$ cat src/rtl/dacfmt_pkg.sv
package dacfmt_pkg;

    // Format select encoding
    typedef enum logic [1:0] {
        FMT_OFFBIN = 2'b00,
        FMT_TWOS   = 2'b01,
        FMT_PACKED = 2'b10,
        FMT_RSVD   = 2'b11
    } fmt_e;

    // Fixed top bits of every stage control byte
    localparam logic [1:0] CR_FIXED_TOP = 2'b10;

endpackage

$ cat src/rtl/dacfmt_numdec.sv
// Decodes a single-byte numeric code (offset binary or two's complement,
// chosen by TWOS) to sign and magnitude, clamping the one illegal code.
module dacfmt_numdec #(
    parameter int CODE_W = 8,
    parameter bit TWOS   = 1'b0
) (
    input  logic [CODE_W-1:0] code,
    output logic              neg,
    output logic [CODE_W-2:0] mag,
    output logic              clamp
);
    localparam int MAG_W = CODE_W - 1;
    localparam logic [CODE_W-1:0] BIAS    = {1'b0, {MAG_W{1'b1}}};
    localparam logic [CODE_W-1:0] OB_BAD  = {CODE_W{1'b1}};
    localparam logic [CODE_W-1:0] TC_BAD  = {1'b1, {MAG_W{1'b0}}};

    generate
        if (TWOS) begin : g_twos
            always_comb begin
                neg   = code[CODE_W-1];
                clamp = 1'b0;
                if (code == TC_BAD) begin
                    mag   = {MAG_W{1'b1}};
                    clamp = 1'b1;
                end else if (code[CODE_W-1]) begin
                    mag = MAG_W'(~code[MAG_W-1:0] + 1'b1);
                end else begin
                    mag = code[MAG_W-1:0];
                end
            end
        end else begin : g_offbin
            always_comb begin
                neg   = 1'b0;
                clamp = 1'b0;
                if (code == OB_BAD) begin
                    mag   = {MAG_W{1'b1}};
                    clamp = 1'b1;
                end else if (code >= BIAS) begin
                    mag = MAG_W'(code - BIAS);
                end else begin
                    neg = 1'b1;
                    mag = MAG_W'(BIAS - code);
                end
            end
        end
    endgenerate

endmodule

$ cat src/rtl/dacfmt_unpack.sv
// Extracts sign and magnitude from a packed byte pair and flags malformed pairs.
module dacfmt_unpack #(
    parameter int HI_MAG_W = 5,
    parameter int LO_MAG_W = 2
) (
    input  logic [HI_MAG_W+2:0]          pk_hi,
    input  logic [HI_MAG_W+2:0]          pk_lo,
    output logic                         neg,
    output logic [HI_MAG_W+LO_MAG_W-1:0] mag,
    output logic                         bad
);
    localparam int BYTE_W = HI_MAG_W + 3;
    localparam int SGN    = HI_MAG_W;
    localparam int PAD_W  = HI_MAG_W - LO_MAG_W;

    logic top_junk;
    logic pad_junk;
    logic sign_clash;

    assign neg        = pk_hi[SGN];
    assign mag        = {pk_hi[HI_MAG_W-1:0], pk_lo[HI_MAG_W-1 -: LO_MAG_W]};
    assign top_junk   = (|pk_hi[BYTE_W-1:SGN+1]) | (|pk_lo[BYTE_W-1:SGN+1]);
    assign pad_junk   = |pk_lo[PAD_W-1:0];
    assign sign_clash = (pk_lo[SGN] == pk_hi[SGN]);
    assign bad        = top_junk | pad_junk | sign_clash;

endmodule

$ cat src/rtl/dacfmt_pack.sv
// Builds the two stage control bytes from sign and magnitude.
module dacfmt_pack
    import dacfmt_pkg::*;
#(
    parameter int HI_MAG_W = 5,
    parameter int LO_MAG_W = 2
) (
    input  logic                         neg,
    input  logic [HI_MAG_W+LO_MAG_W-1:0] mag,
    output logic [HI_MAG_W+2:0]          hi_cr,
    output logic [HI_MAG_W+2:0]          lo_cr
);
    localparam int MAG_W = HI_MAG_W + LO_MAG_W;
    localparam int PAD_W = HI_MAG_W - LO_MAG_W;

    assign hi_cr = {CR_FIXED_TOP, neg, mag[MAG_W-1 -: HI_MAG_W]};
    assign lo_cr = {CR_FIXED_TOP, ~neg, mag[LO_MAG_W-1:0], {PAD_W{1'b0}}};

endmodule

$ cat src/rtl/dacfmt_conv.sv
module dacfmt_conv
    import dacfmt_pkg::*;
#(
    parameter int HI_MAG_W = 5,
    parameter int LO_MAG_W = 2
) (
    input  logic                 clk,
    input  logic                 rst_n,
    input  logic                 in_valid,
    input  logic [1:0]           fmt_sel,
    input  logic [HI_MAG_W+2:0]  code_in,
    input  logic [HI_MAG_W+2:0]  pk_hi_in,
    input  logic [HI_MAG_W+2:0]  pk_lo_in,
    output logic [HI_MAG_W+2:0]  hi_cr_out,
    output logic [HI_MAG_W+2:0]  lo_cr_out,
    output logic                 out_valid,
    output logic                 out_of_range
);
    localparam int MAG_W  = HI_MAG_W + LO_MAG_W;
    localparam int CODE_W = MAG_W + 1;
    localparam int BYTE_W = HI_MAG_W + 3;

    localparam logic [BYTE_W-1:0] RST_HI = {CR_FIXED_TOP, 1'b0, {HI_MAG_W{1'b0}}};
    localparam logic [BYTE_W-1:0] RST_LO = {CR_FIXED_TOP, 1'b1, {HI_MAG_W{1'b0}}};

    typedef struct packed {
        logic [BYTE_W-1:0] hi;
        logic [BYTE_W-1:0] lo;
        logic              vld;
        logic              oor;
    } conv_st_t;

    // Decoder outputs per format
    logic             ob_neg, tc_neg, pk_neg;
    logic [MAG_W-1:0] ob_mag, tc_mag, pk_mag;
    logic             ob_clamp, tc_clamp, pk_bad;

    dacfmt_numdec #(.CODE_W(CODE_W), .TWOS(1'b0)) u_ob (
        .code  (code_in),
        .neg   (ob_neg),
        .mag   (ob_mag),
        .clamp (ob_clamp)
    );

    dacfmt_numdec #(.CODE_W(CODE_W), .TWOS(1'b1)) u_tc (
        .code  (code_in),
        .neg   (tc_neg),
        .mag   (tc_mag),
        .clamp (tc_clamp)
    );

    dacfmt_unpack #(.HI_MAG_W(HI_MAG_W), .LO_MAG_W(LO_MAG_W)) u_unpk (
        .pk_hi (pk_hi_in),
        .pk_lo (pk_lo_in),
        .neg   (pk_neg),
        .mag   (pk_mag),
        .bad   (pk_bad)
    );

    // Format selection and zero normalisation
    logic             sel_neg_raw;
    logic             sel_neg;
    logic [MAG_W-1:0] sel_mag;
    logic             sel_oor;
    logic             fmt_ok;

    always_comb begin
        sel_neg_raw = 1'b0;
        sel_mag     = '0;
        sel_oor     = 1'b0;
        fmt_ok      = 1'b1;
        case (fmt_e'(fmt_sel))
            FMT_OFFBIN: begin
                sel_neg_raw = ob_neg;
                sel_mag     = ob_mag;
                sel_oor     = ob_clamp;
            end
            FMT_TWOS: begin
                sel_neg_raw = tc_neg;
                sel_mag     = tc_mag;
                sel_oor     = tc_clamp;
            end
            FMT_PACKED: begin
                sel_neg_raw = pk_neg;
                sel_mag     = pk_mag;
                sel_oor     = pk_bad;
            end
            default: fmt_ok = 1'b0;
        endcase
        sel_neg = sel_neg_raw & (|sel_mag);
    end

    logic [BYTE_W-1:0] hi_nx, lo_nx;

    dacfmt_pack #(.HI_MAG_W(HI_MAG_W), .LO_MAG_W(LO_MAG_W)) u_pack (
        .neg   (sel_neg),
        .mag   (sel_mag),
        .hi_cr (hi_nx),
        .lo_cr (lo_nx)
    );

    conv_st_t st_d, st_q;

    always_comb begin
        st_d     = st_q;
        st_d.vld = 1'b0;
        st_d.oor = 1'b0;
        if (in_valid && fmt_ok) begin
            st_d.hi  = hi_nx;
            st_d.lo  = lo_nx;
            st_d.vld = 1'b1;
            st_d.oor = sel_oor;
        end
    end

    always_ff @(posedge clk or negedge rst_n) begin
        if (!rst_n) begin
            st_q <= '{hi: RST_HI, lo: RST_LO, vld: 1'b0, oor: 1'b0};
        end else begin
            st_q <= st_d;
        end
    end

    assign hi_cr_out    = st_q.hi;
    assign lo_cr_out    = st_q.lo;
    assign out_valid    = st_q.vld;
    assign out_of_range = st_q.oor;

endmodule

$ cat config.mk
export PLATFORM = sky130hd
export DESIGN_NAME = dacfmt_conv
export DESIGN_NICKNAME = d
export VERILOG_FILES = /design/src/rtl/dacfmt_pkg.sv /design/src/rtl/dacfmt_numdec.sv /design/src/rtl/dacfmt_unpack.sv /design/src/rtl/dacfmt_pack.sv /design/src/rtl/dacfmt_conv.sv
export SDC_FILE = /design/constraint.sdc
export NUM_CORES = 1
export LEC_CHECK = 0
export ABC_AREA = 1
export BUFFER_PORTS_ARGS = -buffer_cell sky130_fd_sc_hd__buf_2
export CAP_MARGIN = 20
export CORE_MARGIN = 1
export CORE_UTILIZATION = 47
export CTS_CLUSTER_SIZE = 12
export DETAILED_ROUTE_END_ITERATION = 16
export PLACE_DENSITY = 0.9
export SLEW_MARGIN = 20
export SYNTH_ARGS = -nofsm -noshare
export SYNTH_HDL_FRONTEND = slang
export SYNTH_SLANG_ARGS = --single-unit
$ cat constraint.sdc
create_clock -name clk -period 0.9 [get_ports clk]
set_input_delay 0.18 -clock clk [delete_from_list [all_inputs] [get_ports clk]]
set_output_delay 0.18 -clock clk [all_outputs]
set_load 0.02 [all_outputs]
==> results_tabular.tex <==
\begin{tabular}{lr}
\hline
Metric & Value \\
\hline
\multicolumn{2}{l}{\textbf{CTS}} \\
Sinks on the clock net & 11 \\
Clock Tree Root & sky130\_fd\_sc\_hd\_\_clkbuf\_4 \\
Inserted Clock Buffers & 3 \\
Maximum clock insertion buffer count & 2 \\
Clock tree from TritonCTS & yes \\
Worst skew pair latency & about 0.32 ns \\
Clock transition time at the flip-flop clock pins of the worst setup and hold paths & approximately 0.07 ns \\
H-tree levels & 1 \\
\multicolumn{2}{l}{\textbf{Pwr}} \\
Cell Pwr Density & between 1000 and 1500 mW/mm\^{}2 \\
Switching power & slightly below 900 uW \\
Static leakage power & roughly 0.0010 uW \\
IR Drop Worst-Case VDD & 1.08 mV \\
Total power & between 2000 and 2500 uW \\
Sw Ratio & 0.418 \\
Internal power & around 1200 uW \\
Share of power burned in the clock network & 0.193 \\
Seq pwr share & 0.288 \\
Logic pwr share & 0.519 \\
\multicolumn{2}{l}{\textbf{Critical path}} \\
Req. time, crit path & roughly 1.1 ns \\
Critical path cell sequence & buf\_12, inv\_8, ha\_4, nand2\_1, nand2\_1, nand2\_1, nand3\_1, nand2\_1, nor2\_2, nand3\_2, nor2\_2, nand2\_2, nand2\_1, nand2\_1 \\
Worst path buffer plus inverter count & 2 \\
Critical path startpoint category & input port \\
Max incr delay on CP & about 0.16 ns \\
Category of the most critical setup path & in -> reg \\
Kind of cell adding the most delay to the critical path & simple AND/OR/NAND/NOR gates \\
Endpoint type of the worst setup path & flip-flop \\
Biggest fanout along the worst timing path & 4 \\
Critical Path Slowest Stage Cell & sky130\_fd\_sc\_hd\_\_nor2\_2 \\
Worst Path Arrival & between 1.5 and 2 ns \\
CP most frequent cell & sky130\_fd\_sc\_hd\_\_nand2\_1 \\
\multicolumn{2}{l}{\textbf{Timing}} \\
Fmax & 0.751 GHz \\
Worst Hold Margin & approximately 0.28 ns \\
Number of max-slew violations in the final report & 0 \\
Fin crit period & 1.33 ns \\
Post-Route Skew & 0 ns \\
Final Hold Viols & 0 \\
Period utilization & 1.48 \\
RSZ-0062 raised after global routing & true \\
Setup violations, final & 21 \\
Final WS setup & -0.432 ns \\
Sum of negative setup slack & -4.03 ns \\
\multicolumn{2}{l}{\textbf{Final layout}} \\
Antenna fix cells & 0 \\
Share of layout cells above drive strength 1 & 0.531 \\
Number of nets at the end of the flow & 294 \\
Area added between synthesis and finish & 76.9\% \\
Number of filler cells placed in the layout & 110 \\
\multicolumn{2}{l}{\textbf{Global route}} \\
Combined global-route utilization of all metal layers & 0.332 \\
Via count of the first global-routing pass & roughly 1500 \\
Routing layer with the top usage in global route & met2 \\
Largest net degree at the start of global routing & 14 \\
Met2 Use GR & 0.620 \\
Routing usage on met1 & 0.345 \\
Antenna violations before repair & 0 \\
Global-route wire length before repair & 6.31 mm \\
Global-route track usage on met3 & 0.0727 \\
Global-route congestion overflow total & 0 \\
\multicolumn{2}{l}{\textbf{Place}} \\
HPWL after detailed placement & 2.49 mm \\
Gp weighted congestion & 0.878 \\
Port Buffers & 39 \\
\multicolumn{2}{l}{\textbf{Synthesis}} \\
Distinct cells, synth & 25 \\
Yosys warns & 0 \\
Synthesized instance count & around 180 \\
Leading post-synthesis cells by cell area & sky130\_fd\_sc\_hd\_\_dfrtp\_1 23\%, sky130\_fd\_sc\_hd\_\_nand2\_1 18\%, sky130\_fd\_sc\_hd\_\_nand3\_1 10\%, sky130\_fd\_sc\_hd\_\_nor2\_1 9.9\%, sky130\_fd\_sc\_hd\_\_inv\_1 6.5\% \\
Cell taking the most area after synthesis & sky130\_fd\_sc\_hd\_\_dfrtp\_1 \\
Part of the Yosys area used for sequential elements & 0.252 \\
Top cell types by occurrence after synthesis & 53 x sky130\_fd\_sc\_hd\_\_nand2\_1, 29 x sky130\_fd\_sc\_hd\_\_nor2\_1, 22 x sky130\_fd\_sc\_hd\_\_nand3\_1 \\
Number of flops mapped to enable cells by yosys & 0 \\
Ys async rst share & 1.00 \\
Most repeated cell in the gate-level netlist after synthesis & sky130\_fd\_sc\_hd\_\_nand2\_1 \\
Total of flip-flops plus latches after synthesis & 11 \\
Area share of the largest cell type after synthesis & 0.228 \\
Synthesized area per cell & $\sim$6.0 sq um \\
Main synth FF type & sky130\_fd\_sc\_hd\_\_dfrtp\_1 \\
Cell Area, Synth & around 0.0011 sq mm \\
\multicolumn{2}{l}{\textbf{Floorplanning}} \\
Number of standard-cell rows in the floorplan & 17 \\
Die ar. & roughly 0.0025 sq mm \\
Die outline height & 50.3 um \\
I/O pin total & between 40 and 50 \\
Die width & around 50 um \\
Starting Density & 0.497 \\
Core box area & roughly 0.0022 sq mm \\
\multicolumn{2}{l}{\textbf{Detailed routing}} \\
Average wire per cell in the routed design & 19.1 um \\
Count of routing violations after the opening detailed-route iteration & between 150 and 200 \\
Total wire length & around 5.5 mm \\
Drt first pass iters & 6 \\
Routed Antenna Nets & 0 \\
Via count & between 1500 and 2000 \\
Via-per-instance ratio & approximately 6.2 \\
DRC viols & 0 \\
\multicolumn{2}{l}{\textbf{Outcome}} \\
Violations in the final reports & negative setup slack \\
Status & finished, violations left \\
\multicolumn{2}{l}{\textbf{Run}} \\
Max\_cap viols & 0 \\
\multicolumn{2}{l}{\textbf{Min path}} \\
Worst Hold Class & in -> reg \\
\hline
\end{tabular}
## power groups by stage
stage	Sequential, uW	Clock [uW]	Combinational [uW]
floorplan	681	0	347
global placement	598	0	695
detailed placement	601	0	717
CTS	605	353	870
finish	613	411	1110
global route	615	414	1160
## cells by family after synthesis
family,after synthesis,synth area share
buf+inv,31,0.147
fa+ha+maj,2,0.0228
simple gates,114,0.448
flops,11,0.252
compound gates,19,0.100
other cells,2,0.00684
xor+xnor,3,0.0239
## routing by layer
metal  part of all wire  routed length [um]
met1               0.30                1660
met2               0.47                2610
met3               0.13                 705
met4               0.10                 566
met5                  0                   0
## flip-flops by register name, summed over array words and instances (netlist names)
signal / cells
hi_cr_out: 6
out_valid: 1
out_of_range: 1
lo_cr_out: 3
## worst reg2reg max path, stage by stage, from the launching register on
cell and delay [ns]:
sky130_fd_sc_hd__dfrtp_1 0.41, sky130_fd_sc_hd__buf_4 0.15, sky130_fd_sc_hd__nor2_1 0.15, sky130_fd_sc_hd__a31oi_1 0.08
## final timing paths
check | start | to | slack, ns | cells past startpoint
hold reg to reg | hi_cr_out[2]$_DFFE_PN0P_ | hi_cr_out[2]$_DFFE_PN0P_ | 0.58 | 2
max in group asynchronous | rst_n | lo_cr_out[5]$_DFFE_PN1P_ | 0.31 | 2
hold / removal | pk_lo_in[6] | out_of_range$_DFF_PN0_ | 0.28 | 5
setup / recovery | code_in[0] | hi_cr_out[5]$_DFFE_PN0P_ | -0.43 | 14
min in group asynchronous | rst_n | lo_cr_out[3]$_DFFE_PN0P_ | 0.31 | 2
setup reg to reg | hi_cr_out[0]$_DFFE_PN0P_ | hi_cr_out[0]$_DFFE_PN0P_ | -0.01 | 3
## what timing repair did
action	in CTS	in global routing
setup endpoints to repair	21	21
pin swaps	15	17
gates resized for setup	51	37
setup buffers	7	11
hold buffers	1	0
hold endpoints to repair	10	0
## stage by stage
| step | instance area (sq um) | utilization | setup WS, ns | cells |
|---|---|---|---|---|
| 3_3_place_gp | 1530 | 0.692 | -0.589 | 270 |
| 3_5_place_dp | 1530 | 0.692 | -0.667 | 270 |
| 5_1_grt | 1940 | 0.878 | -0.692 | 290 |
| 2_1_floorplan | 1200 | - | -0.295 | 187 |
| 6_report | 1940 | 0.878 | -0.432 | 290 |
| 4_1_cts | 1760 | 0.795 | -0.275 | 280 |
## layout by cell type, fill, tap and decap left out, types with 3 or more instances in the layout
master | netlist | routed
sky130_fd_sc_hd__buf_2 | 0 | 23
sky130_fd_sc_hd__nand3_2 | 2 | 5
sky130_fd_sc_hd__nand2_4 | 1 | 6
sky130_fd_sc_hd__nor2_4 | 0 | 5
sky130_fd_sc_hd__o21ai_2 | 1 | 4
sky130_fd_sc_hd__conb_1 | 2 | 7
sky130_fd_sc_hd__nand2_2 | 2 | 7
sky130_fd_sc_hd__o21ai_0 | 6 | 3
sky130_fd_sc_hd__nand2_1 | 53 | 43
sky130_fd_sc_hd__buf_6 | 2 | 13
sky130_fd_sc_hd__nand3_1 | 22 | 17
sky130_fd_sc_hd__inv_2 | 2 | 6
sky130_fd_sc_hd__a21oi_2 | 0 | 3
sky130_fd_sc_hd__a31oi_1 | 5 | 5
sky130_fd_sc_hd__nor2_2 | 2 | 9
sky130_fd_sc_hd__dfrtp_1 | 10 | 10
sky130_fd_sc_hd__clkbuf_4 | 0 | 4
sky130_fd_sc_hd__inv_1 | 19 | 10
sky130_fd_sc_hd__buf_4 | 8 | 41
sky130_fd_sc_hd__xor2_1 | 3 | 3
sky130_fd_sc_hd__nor2_1 | 29 | 17
## area by class of cell
type	instances	area (sq um)	area share
repair buffers	81	627	0.323
well taps	28	35.0	0.0180
clock buffers	4	26.3	0.0135
flip-flops and latches	11	277	0.142
inverters	21	101	0.0522
multi-input cells	145	877	0.451
No activity file was read; power rests on OpenSTA's default activity.
